### src/rtl/td_chain_walker.sv
module td_chain_walker #(
  parameter int ADDR_W = 32,
  parameter int DEV_W  = 7,
  parameter int LEN_W  = 11
) (
  input  logic              clk,
  input  logic              rst_n,
  input  logic              start,
  input  logic [ADDR_W-1:0] head_addr,
  input  logic              frame_end,
  output logic              mem_req,
  output logic [ADDR_W-1:0] mem_addr,
  input  logic              mem_valid,
  input  logic [31:0]       mem_rdata,
  output logic              txn_req,
  output logic [DEV_W-1:0]  txn_dev,
  output logic              txn_is_in,
  output logic              txn_low_speed,
  output logic [LEN_W-1:0]  txn_len,
  output logic [ADDR_W-1:0] txn_buf,
  input  logic              txn_done,
  output logic              busy,
  output logic              list_done
);
  localparam int DIR_BIT = DEV_W + 1;
  localparam int SPD_BIT = DEV_W + 2;

  typedef enum logic [1:0] {S_IDLE, S_FETCH, S_ISSUE} state_t;
  state_t st;

  logic [ADDR_W-1:0] cur;
  logic [1:0]        widx;
  logic [31:0]       w_link, w_ctl, w_len, w_buf;
  logic              stop_q;
  logic              stop_now;

  assign stop_now      = stop_q | frame_end;
  assign busy          = (st != S_IDLE);
  assign mem_req       = (st == S_FETCH);
  assign mem_addr      = cur + {{(ADDR_W-4){1'b0}}, widx, 2'b00};
  assign txn_req       = (st == S_ISSUE);
  assign txn_dev       = w_ctl[DEV_W-1:0];
  assign txn_is_in     = w_ctl[DIR_BIT];
  assign txn_low_speed = w_ctl[SPD_BIT];
  assign txn_len       = w_len[LEN_W-1:0];
  assign txn_buf       = w_buf[ADDR_W-1:0];

  always_ff @(posedge clk) begin
    if (!rst_n) begin
      st        <= S_IDLE;
      cur       <= '0;
      widx      <= '0;
      w_link    <= '0;
      w_ctl     <= '0;
      w_len     <= '0;
      w_buf     <= '0;
      stop_q    <= 1'b0;
      list_done <= 1'b0;
    end else begin
      list_done <= 1'b0;
      case (st)
        S_IDLE: begin
          stop_q <= 1'b0;
          if (start) begin
            cur  <= {head_addr[ADDR_W-1:4], 4'b0000};
            widx <= '0;
            st   <= S_FETCH;
          end
        end
        S_FETCH: begin
          if (frame_end) stop_q <= 1'b1;
          if (mem_valid) begin
            case (widx)
              2'd0:    w_link <= mem_rdata;
              2'd1:    w_ctl  <= mem_rdata;
              2'd2:    w_len  <= mem_rdata;
              default: w_buf  <= mem_rdata;
            endcase
            if (widx == 2'd3 && !stop_now) st <= S_ISSUE;
            else if (stop_now)             st <= S_IDLE;
            widx <= widx + 2'd1;
          end
        end
        S_ISSUE: begin
          if (frame_end) stop_q <= 1'b1;
          if (txn_done) begin
            widx <= '0;
            if (w_link[0]) begin
              st        <= S_IDLE;
              list_done <= 1'b1;
            end else if (stop_now) begin
              st <= S_IDLE;
            end else begin
              cur <= {w_link[ADDR_W-1:4], 4'b0000};
              st  <= S_FETCH;
            end
          end
        end
        default: st <= S_IDLE;
      endcase
    end
  end

  AST_IDLE_AFTER_RESET: assert property (@(posedge clk) !rst_n |=> !busy && !list_done);
  AST_READ_HELD: assert property (@(posedge clk) disable iff (!rst_n)
    mem_req && !mem_valid |=> mem_req && $stable(mem_addr));
  AST_TXN_HELD: assert property (@(posedge clk) disable iff (!rst_n)
    txn_req && !txn_done |=> txn_req && $stable(txn_buf) && $stable(txn_len) && $stable(txn_dev));
  AST_NO_OVERLAP: assert property (@(posedge clk) disable iff (!rst_n)
    !(mem_req && txn_req));
  AST_DONE_PULSE: assert property (@(posedge clk) disable iff (!rst_n)
    list_done |-> !busy && $past(txn_done) && $past(txn_req));
  AST_DONE_SINGLE: assert property (@(posedge clk) disable iff (!rst_n)
    list_done |=> !list_done);
  AST_START_TAKEN: assert property (@(posedge clk) disable iff (!rst_n)
    start && !busy |=> mem_req && mem_addr == {$past(head_addr[ADDR_W-1:4]), 4'b0000});
  AST_BUSY_START_IGNORED: assert property (@(posedge clk) disable iff (!rst_n)
    start && mem_req && !mem_valid |=> $stable(mem_addr));
endmodule

### config.mk
export PLATFORM = sky130hd
export DESIGN_NAME = td_chain_walker
export DESIGN_NICKNAME = d
export VERILOG_FILES = /design/src/rtl/td_chain_walker.sv
export SDC_FILE = /design/constraint.sdc
export NUM_CORES = 1
export LEC_CHECK = 0
export ABC_AREA = 1
export CAP_MARGIN = 15
export CORE_ASPECT_RATIO = 0.5
export CORE_UTILIZATION = 46
export CTS_CLUSTER_SIZE = 28
export DETAILED_ROUTE_END_ITERATION = 16
export PLACE_DENSITY = 0.8
export RECOVER_POWER = 25
export SYNTH_ARGS = -nofsm -noshare
export SYNTH_HDL_FRONTEND = slang
export SYNTH_SLANG_ARGS = --single-unit
export TNS_END_PERCENT = 30
### constraint.sdc
create_clock -name clk -period 2.1 [get_ports clk]
set_clock_uncertainty 0.1 [all_clocks]
set_input_delay 0.315 -clock clk [delete_from_list [all_inputs] [get_ports clk]]
set_output_delay 0.315 -clock clk [all_outputs]
set_load 0.005 [all_outputs]
Yosys cells after proc, flatten, opt, wreduce, memory -nomap -nowiden
Index checks and enable logic that the tools add are counted.
Widths: inputs -> output; s select.
- register bits after elaboration: 123
- bits of input ports: 70
- output and inout port bits: 88
- word-level logic and storage cells: 64
- add/subtract/negate cells: 2
- equality and inequality tests: 12
- mux-type cells: 20
- bitwise logic cells: 2
- reductions and logical operators: 19
- operator list (kind ; number):
    $mux 32 ; 4
    $pmux 32 s2 ; 1
    $add 32x4->32 ; 1
    $mux 2 ; 8
    $reduce_and 3->1 ; 5
    $pmux 2 s3 ; 2
    $reduce_and 4->1 ; 2
    $eq 2x2->1 const B ; 3
    $ne 2x1->1 const B ; 3
    $ne 2x2->1 const B ; 3
    $reduce_bool 2->1 ; 3
    $reduce_and 5->1 ; 1
    $eq 2x1->1 const B ; 2
    $logic_not 2->1 ; 2
    $mux 1 ; 4
    $ne 3x1->1 const B ; 1
    $reduce_bool 3->1 ; 1
    $reduce_or 3->1 ; 1
    $add 2x1->2 const B ; 1
    $pmux 1 s2 ; 1
    $reduce_and 2->1 ; 1
    $reduce_or 2->1 ; 1
    $logic_and 1x1->1 ; 1
    $logic_not 1->1 ; 1
    other kinds (2) ; 2

Logic depth before layout (Yosys ltp)
Gate-level depths: netlist of the first run.
- depth after elaboration: 6
- gate-level depth with buffers: 10
- mapped depth without buffers: 8

Least setup slack after synthesis of the first run
Ideal clock, no wire load.
- kind: reg-to-reg
- start: register st[0]
- end: register cur[11]
- library setup time: 113 ps
- data arrival time: 1412 ps
- required time: 1887 ps
- path slack: 476 ps
- cell stages (with the launch flop): 10
- path buffers: 1
- period minus slack after synthesis: 1624 ps
- cell sequence: dfxtp_1 -> inv_1 -> ha_1 -> nand2_1 -> o21ai_0 -> nor2_4 -> buf_4 -> nand3_1 -> nand2_1 -> nor2_1
- longest elaborated chain between the ends: 3
- elaborated cells on any way between the ends: 9
- those cells by class: eq/ne: 5; mux: 1; reduce/logical: 3
- ends and longest elaborated chain (element ; RTL line ; RTL):
    start, declared ; 29 ; state_t st;
    start signal, assigned ; 50 ; st <= S_IDLE;
    start signal, assigned ; 67 ; st <= S_FETCH;
    start signal, assigned ; 79 ; if (widx == 2'd3 && !stop_now) st <= S_ISSUE;
    $eq 2x2->1 (*) ; -- ;
    named net txn_req ; 15 ; output logic txn_req,
    $ne 2x2->1 (no line) (tied with other cells) ; -- ;
    $reduce_and 5->1 (no line) ; -- ;
    end signal, assigned ; 65 ; cur <= {head_addr[ADDR_W-1:4], 4'b0000};
    end signal, assigned ; 94 ; cur <= {w_link[ADDR_W-1:4], 4'b0000};
    end, declared ; 31 ; logic [ADDR_W-1:0] cur;
Mark *: on every way through the listed nets, which the timed path passes. The rest lies on a longest branch.
A chain may end at the register's enable or synchronous reset.

Final worst setup path of the first run
- start: register st[1]
- end: output port busy
- longest elaborated chain between the ends: 1
- ends and longest elaborated chain (element ; RTL line ; RTL):
    $reduce_bool 2->1 ; 38 ; assign busy = (st != S_IDLE);
    end, declared ; 22 ; output logic busy,
No other way between the ends.

==> results of run 1 <==
final cells by class:
cell class	instances	area, um^2	share of cell area (%)
multi-input combinational	388	1970	28.1
clock inverter	11	110	1.57
tap	140	175	2.49
inverter	99	372	5.29
sequential	115	2310	32.8
clock buffer	21	460	6.55
timing repair buffer	160	1630	23.2
per-layer routing:
| metal | GRT usage (%) | wire length (um) | up-vias |
|---|---|---|---|
| met2 | 39.4 | 6010 | 104 |
| met1 | 27.6 | 5440 | 2044 |
| met3 | 5.64 | 534 | 21 |
| met4 | 9.51 | 236 | 0 |
| li1 | - | - | 2326 |
| met5 | 0 | 0 | - |
cells by family (layout without fill, tap and decap cells):
kind of cell,count (synthesis),after routing,synth area share (%)
other,1,2,0.0774
flip-flops,115,115,47.5
AO/OA/AOI/OAI,198,198,22.0
buffers and inverters,142,291,12.3
AND/OR/NAND/NOR,178,178,15.5
adder cells (fa/ha/maj),10,10,2.58
stage by stage:
step / setup WS, ps / instance area (um^2)
after floorplan: 476 / 4850
final: 61.0 / 7030
after global routing: 12.7 / 7030
after detailed placement: 118 / 6450
after CTS: -16.2 / 7030
after global placement: 149 / 6450
critical path, stage by stage, from the launching register on:
cell and delay [ps]:
dfxtp_2 370, inv_2 70, ha_2 190, inv_1 80, clkdlybuf4s50_1 500
what timing repair did:
| action | in CTS | in global routing |
|---|---|---|
| buffers inserted | 0 | 0 |
| setup endpoints to repair | 3 | 2 |
| gates resized for setup | 4 | 5 |
| hold buffers | 0 | 0 |
worst paths after layout:
check,startpoint,to,slack (ps),depth (start not counted)
worst max-delay path,st[1]$_SDFFE_PN0P_,busy,60,4
worst min-delay path,rst_n,cur[11]$_SDFFE_PN0P_,310,4
worst max register to register,st[0]$_SDFFE_PN0P_,cur[31]$_SDFFE_PN0P_,190,9
worst min register to register,txn_buf[16]$_SDFFE_PN0P_,txn_buf[16]$_SDFFE_PN0P_,340,2
cell usage in the layout (no fill, tap or decap), types with 3 or more instances in the layout:
cell type / count
dfxtp_1: 113
o21a_1: 28
clkbuf_1: 3
nand3_1: 34
nand2_1: 70
nor2_1: 67
clkinv_2: 7
inv_1: 97
clkdlybuf4s50_1: 150
clkbuf_16: 17
ha_1: 7
buf_12: 5
o21ai_0: 84
a21oi_1: 84
registers in the layout, indices dropped and copies added, names as in the netlist:
signal and cells:
cur 28, stop_q 1, w_link 29, txn_buf 32, w_ctl 9, st 2
w_len 11, widx 2, list_done 1
power by group through the flow:
stage	Clock (mW)	Sequential [mW]	Combinational (mW)
final	2.77	2.71	2.57
after global routing	2.92	2.75	2.88
after CTS	2.82	2.71	2.58
after detailed placement	0	2.75	2.54
after global placement	0	2.73	2.49
after floorplan	0	2.75	1.60
==> flow_summary.json, run 1 <==
{
  "async_flop_share_pct": 0,
  "clockPowerShare_pct": 34.4,
  "hp-class": "in -> reg",
  "placementRows": 26,
  "synth_edf_count": 0,
  "first_pass_iters": 4,
  "place_inst": 902,
  "num_io_pins": 158,
  "ys_top_cells_by_area": "dfxtp_1 48%, a21oi_1 8.7%, o21ai_0 8.7%, inv_1 7.6%, nand2_1 5.4%",
  "n_antenna_cell": 0,
  "fin_crit_sh_pct": 97.1,
  "crit_required_ps": 1680,
  "p_seq_share_pct": 33.7,
  "tightest_slew_ps": 659,
  "fill_cells": 819,
  "p_switching_mw": 2.53,
  "drv_slew": 0,
  "power.leakage_nw": 2.74,
  "chipHeight_um": 74.6,
  "clock-sinks": 115,
  "start_kind": "flop",
  "grt_pass1_vias": 4046,
  "cts_tree": "built",
  "stdcell_count": 934,
  "status": "finished, final reports clean",
  "drive_gt1_share_pct": 6.68,
  "syn_area_um2": 4840,
  "ys_types": 24,
  "ys_ff_latch": 115,
  "htree_levels": 4,
  "power_mw": 8.05,
  "fin_util_pct": 68.8,
  "synthFlopType": "dfxtp_1",
  "area_delta_synth_final_pct": 45.0,
  "synth_top_area_cell": "dfxtp_1",
  "rsz0062_at_grt": "false",
  "gr-usage-all-layers_pct": 22.7,
  "ys_seq_area_share_pct": 47.5,
  "remaining_drc_errors": 0,
  "routedWlPerCell_um": 13.1,
  "numCtsBuffers": 17,
  "grt_max_degree": 114,
  "core-area_um2": 10200,
  "fmaxAchievable_mhz": 490,
  "finalSetupViolCount": 0,
  "die_x_um": 147,
  "netlist.area_leader.share_pct": 47.5,
  "die_area_um2": 11000,
  "via_per_inst": 4.81,
  "powerDensity_nw_per_um2": 1150,
  "grt_pass1_wl_um": 19400,
  "insertion_delay_ps": 400,
  "critPathArrivalTime_ps": 1620,
  "hpwl_um": 8050,
  "antenna_found_initial": 0,
  "synth.top_cells.by_count": "115 x dfxtp_1, 98 x inv_1, 84 x a21oi_1, 84 x o21ai_0, 70 x nand2_1",
  "netlist_instances": 644,
  "hold_ws_ps": 313,
  "ys.warnings.count": 0,
  "period_needed_ps": 2040,
  "irDropWorstVdd_uv": 722,
  "gp_congestion": 0.801,
  "drt_iter0_markers": 189,
  "drv_cap": 0,
  "crit_type": "reg -> out",
  "intPower_mw": 5.52,
  "cp-end-kind": "output pin",
  "initial_core_util_pct": 47.4,
  "clk_pin_slew_ps": 60,
  "clk_path_buf_depth": 2,
  "slew_headroom_pct": 56.1,
  "synth.most_common_cell": "dfxtp_1",
  "vias": 4495,
  "wl_um": 12200,
  "comb_power_share_pct": 31.9,
  "antenna_left": 0,
  "hold_violations": 0,
  "path_max_fanout": 5,
  "nets": 861,
  "avgSynthCellArea_um2": 7.52,
  "netSwitchingFraction_pct": 31.4,
  "ctsRootBufferMaster": "clkbuf_16",
  "io_buffers": 151,
  "grt_remaining_overflow": 0,
  "finalSetupTns_ps": 0
}
No activity file was read; power rests on OpenSTA's default activity.
==> inputs of run 2 (changes only) <==
- CORE_UTILIZATION: 46 -> 35
- PLACE_DENSITY: 0.8 -> default
- TNS_END_PERCENT: 30 -> default
==> flow_summary.json, run 2 (same netlist as run 1, synthesis figures left out) <==
{
  "initial_core_util_pct": 37.1,
  "reg2regPathDepth": 8,
  "crit_start": "st[0]$_SDFFE_PN0P_",
  "irDropWorstVdd_uv": 643,
  "place_inst": 932,
  "clk_path_buf_depth": 2,
  "power.leakage_nw": 2.75,
  "final_common_cell": "clkdlybuf4s50_1",
  "crit_required_ps": 1680,
  "drive_gt1_share_pct": 6.94,
  "fin_util_pct": 54.4,
  "antenna_found_initial": 0,
  "htree_levels": 4,
  "insertion_delay_ps": 390,
  "powerDensity_nw_per_um2": 1160,
  "power_mw": 8.22,
  "vias": 4405,
  "fin_crit_sh_pct": 97.5,
  "r2r_setup_slack_ps": 380,
  "chipHeight_um": 85.2,
  "slew_headroom_pct": 61.0,
  "via_per_inst": 4.57,
  "gp_congestion": 0.791,
  "grt_remaining_overflow": 0,
  "placementRows": 29,
  "remaining_drc_errors": 0,
  "clk_pin_slew_ps": 50,
  "fin_area_um2": 7110,
  "antenna_left": 0,
  "routedWlPerCell_um": 13.4,
  "hold_violations": 0,
  "core-area_um2": 13100,
  "die_area_um2": 14300,
  "gr-usage-all-layers_pct": 18.5,
  "hpwl_um": 8680,
  "nets": 861,
  "drv_cap": 0,
  "clock-sinks": 115,
  "first_pass_iters": 4,
  "status": "finished, final reports clean",
  "r2r-start": "st[0]$_SDFFE_PN0P_",
  "grt_pass1_vias": 4217,
  "crit_path_end": "busy",
  "wl_um": 12900,
  "largest_register_ffs": 32,
  "period_needed_ps": 2050,
  "grt_max_degree": 114,
  "cp-end-kind": "output pin",
  "critPathArrivalTime_ps": 1630,
  "start_kind": "flop",
  "fmaxAchievable_mhz": 489,
  "crit_type": "reg -> out",
  "drt_iter0_markers": 213,
  "num_io_pins": 158,
  "rsz0062_at_grt": "true",
  "path_max_fanout": 5,
  "tightest_slew_ps": 585,
  "numCtsBuffers": 17,
  "cts_tree": "built",
  "n_antenna_cell": 0,
  "die_x_um": 168,
  "ctsRootBufferMaster": "clkbuf_16",
  "drv_slew": 0,
  "r2r-end": "cur[12]$_SDFFE_PN0P_",
  "stdcell_count": 963,
  "mostFrequentLayoutCells": "150 x clkdlybuf4s50_1, 113 x dfxtp_1, 96 x inv_1, 84 x o21ai_0, 84 x a21oi_1",
  "hp-class": "in -> reg",
  "io_buffers": 151,
  "grt_pass1_wl_um": 21100,
  "finalSetupViolCount": 0,
  "dpl_cell_area_um2": 6480,
  "area_delta_synth_final_pct": 46.7,
  "cts_setup_buffers": 0
}
==> run 2: critical path, stage by stage (launching register included) <==
cell and delay (ps):
dfxtp_2 370, inv_2 80, ha_2 200, inv_1 90, clkdlybuf4s50_1 500
==> run 2: timing repair <==
| action | 4_1_cts | 5_1_grt |
|---|---|---|
| setup endpoints to repair | 3 | 3 |
| resized for setup | 4 | 4 |
| hold buffers | 0 | 0 |
==> run 2: layout make-up <==
cell class,instances,area [um^2]
fillers,1238,5950
flip-flops and latches,115,2300
multi-input cells,388,1970
repair buffers,160,1640
clock buffers,22,484
inverters,99,372
well taps,170,213
clock inverters,9,128
==> run 2: stage by stage <==
stage          hold WS (ps)  TNS, ps  setup WS (ps)
4_1_cts                 344    -30.7          -27.4
3_3_place_gp            332        0            120
3_5_place_dp            335        0            109
6_report                320        0           53.2
5_1_grt                 356    -19.1          -10.2
2_1_floorplan           329        0            476
==> run 2: worst min path at each step <==
| stage | startpoint | endpoint | cells past startpoint |
|---|---|---|---|
| 6_report | rst_n | cur[30]$_SDFFE_PN0P_ | 4 |
| 5_1_grt | txn_buf[18]$_SDFFE_PN0P_ | txn_buf[18]$_SDFFE_PN0P_ | 2 |
| 3_3_place_gp | txn_buf[8]$_SDFFE_PN0P_ | txn_buf[8]$_SDFFE_PN0P_ | 2 |
| 2_1_floorplan | w_link[26]$_SDFFE_PN0P_ | w_link[26]$_SDFFE_PN0P_ | 2 |
| 4_1_cts | txn_buf[4]$_SDFFE_PN0P_ | txn_buf[4]$_SDFFE_PN0P_ | 2 |
| 3_5_place_dp | w_len[9]$_SDFFE_PN0P_ | w_len[9]$_SDFFE_PN0P_ | 2 |
==> run 2: metal layers <==
layer,vias up,track usage (%),wire length [um]
met2,81,31.1,6070
li1,2325,-,-
met3,7,3.73,474
met1,1992,24.4,6330
met5,-,0,0
met4,0,4.96,61
==> run 2: report_power, final <==
part           leakage [nW]  internal [mW]  switching (mW)
Sequential            0.937           2.55           0.159
Combinational          1.52           1.17            1.38
Clock                 0.294           1.98           0.981
Total                  2.75           5.70            2.52
==> inputs of run 3 (changes only) <==
- CORE_UTILIZATION: 35 -> 46
- PLACE_DENSITY: default -> 0.8
==> results of run 3 <==
No change in the layout: final DEF, timing and power equal those of run 1.
Among the figures that moved: number of gates resized after CTS 4 -> 5
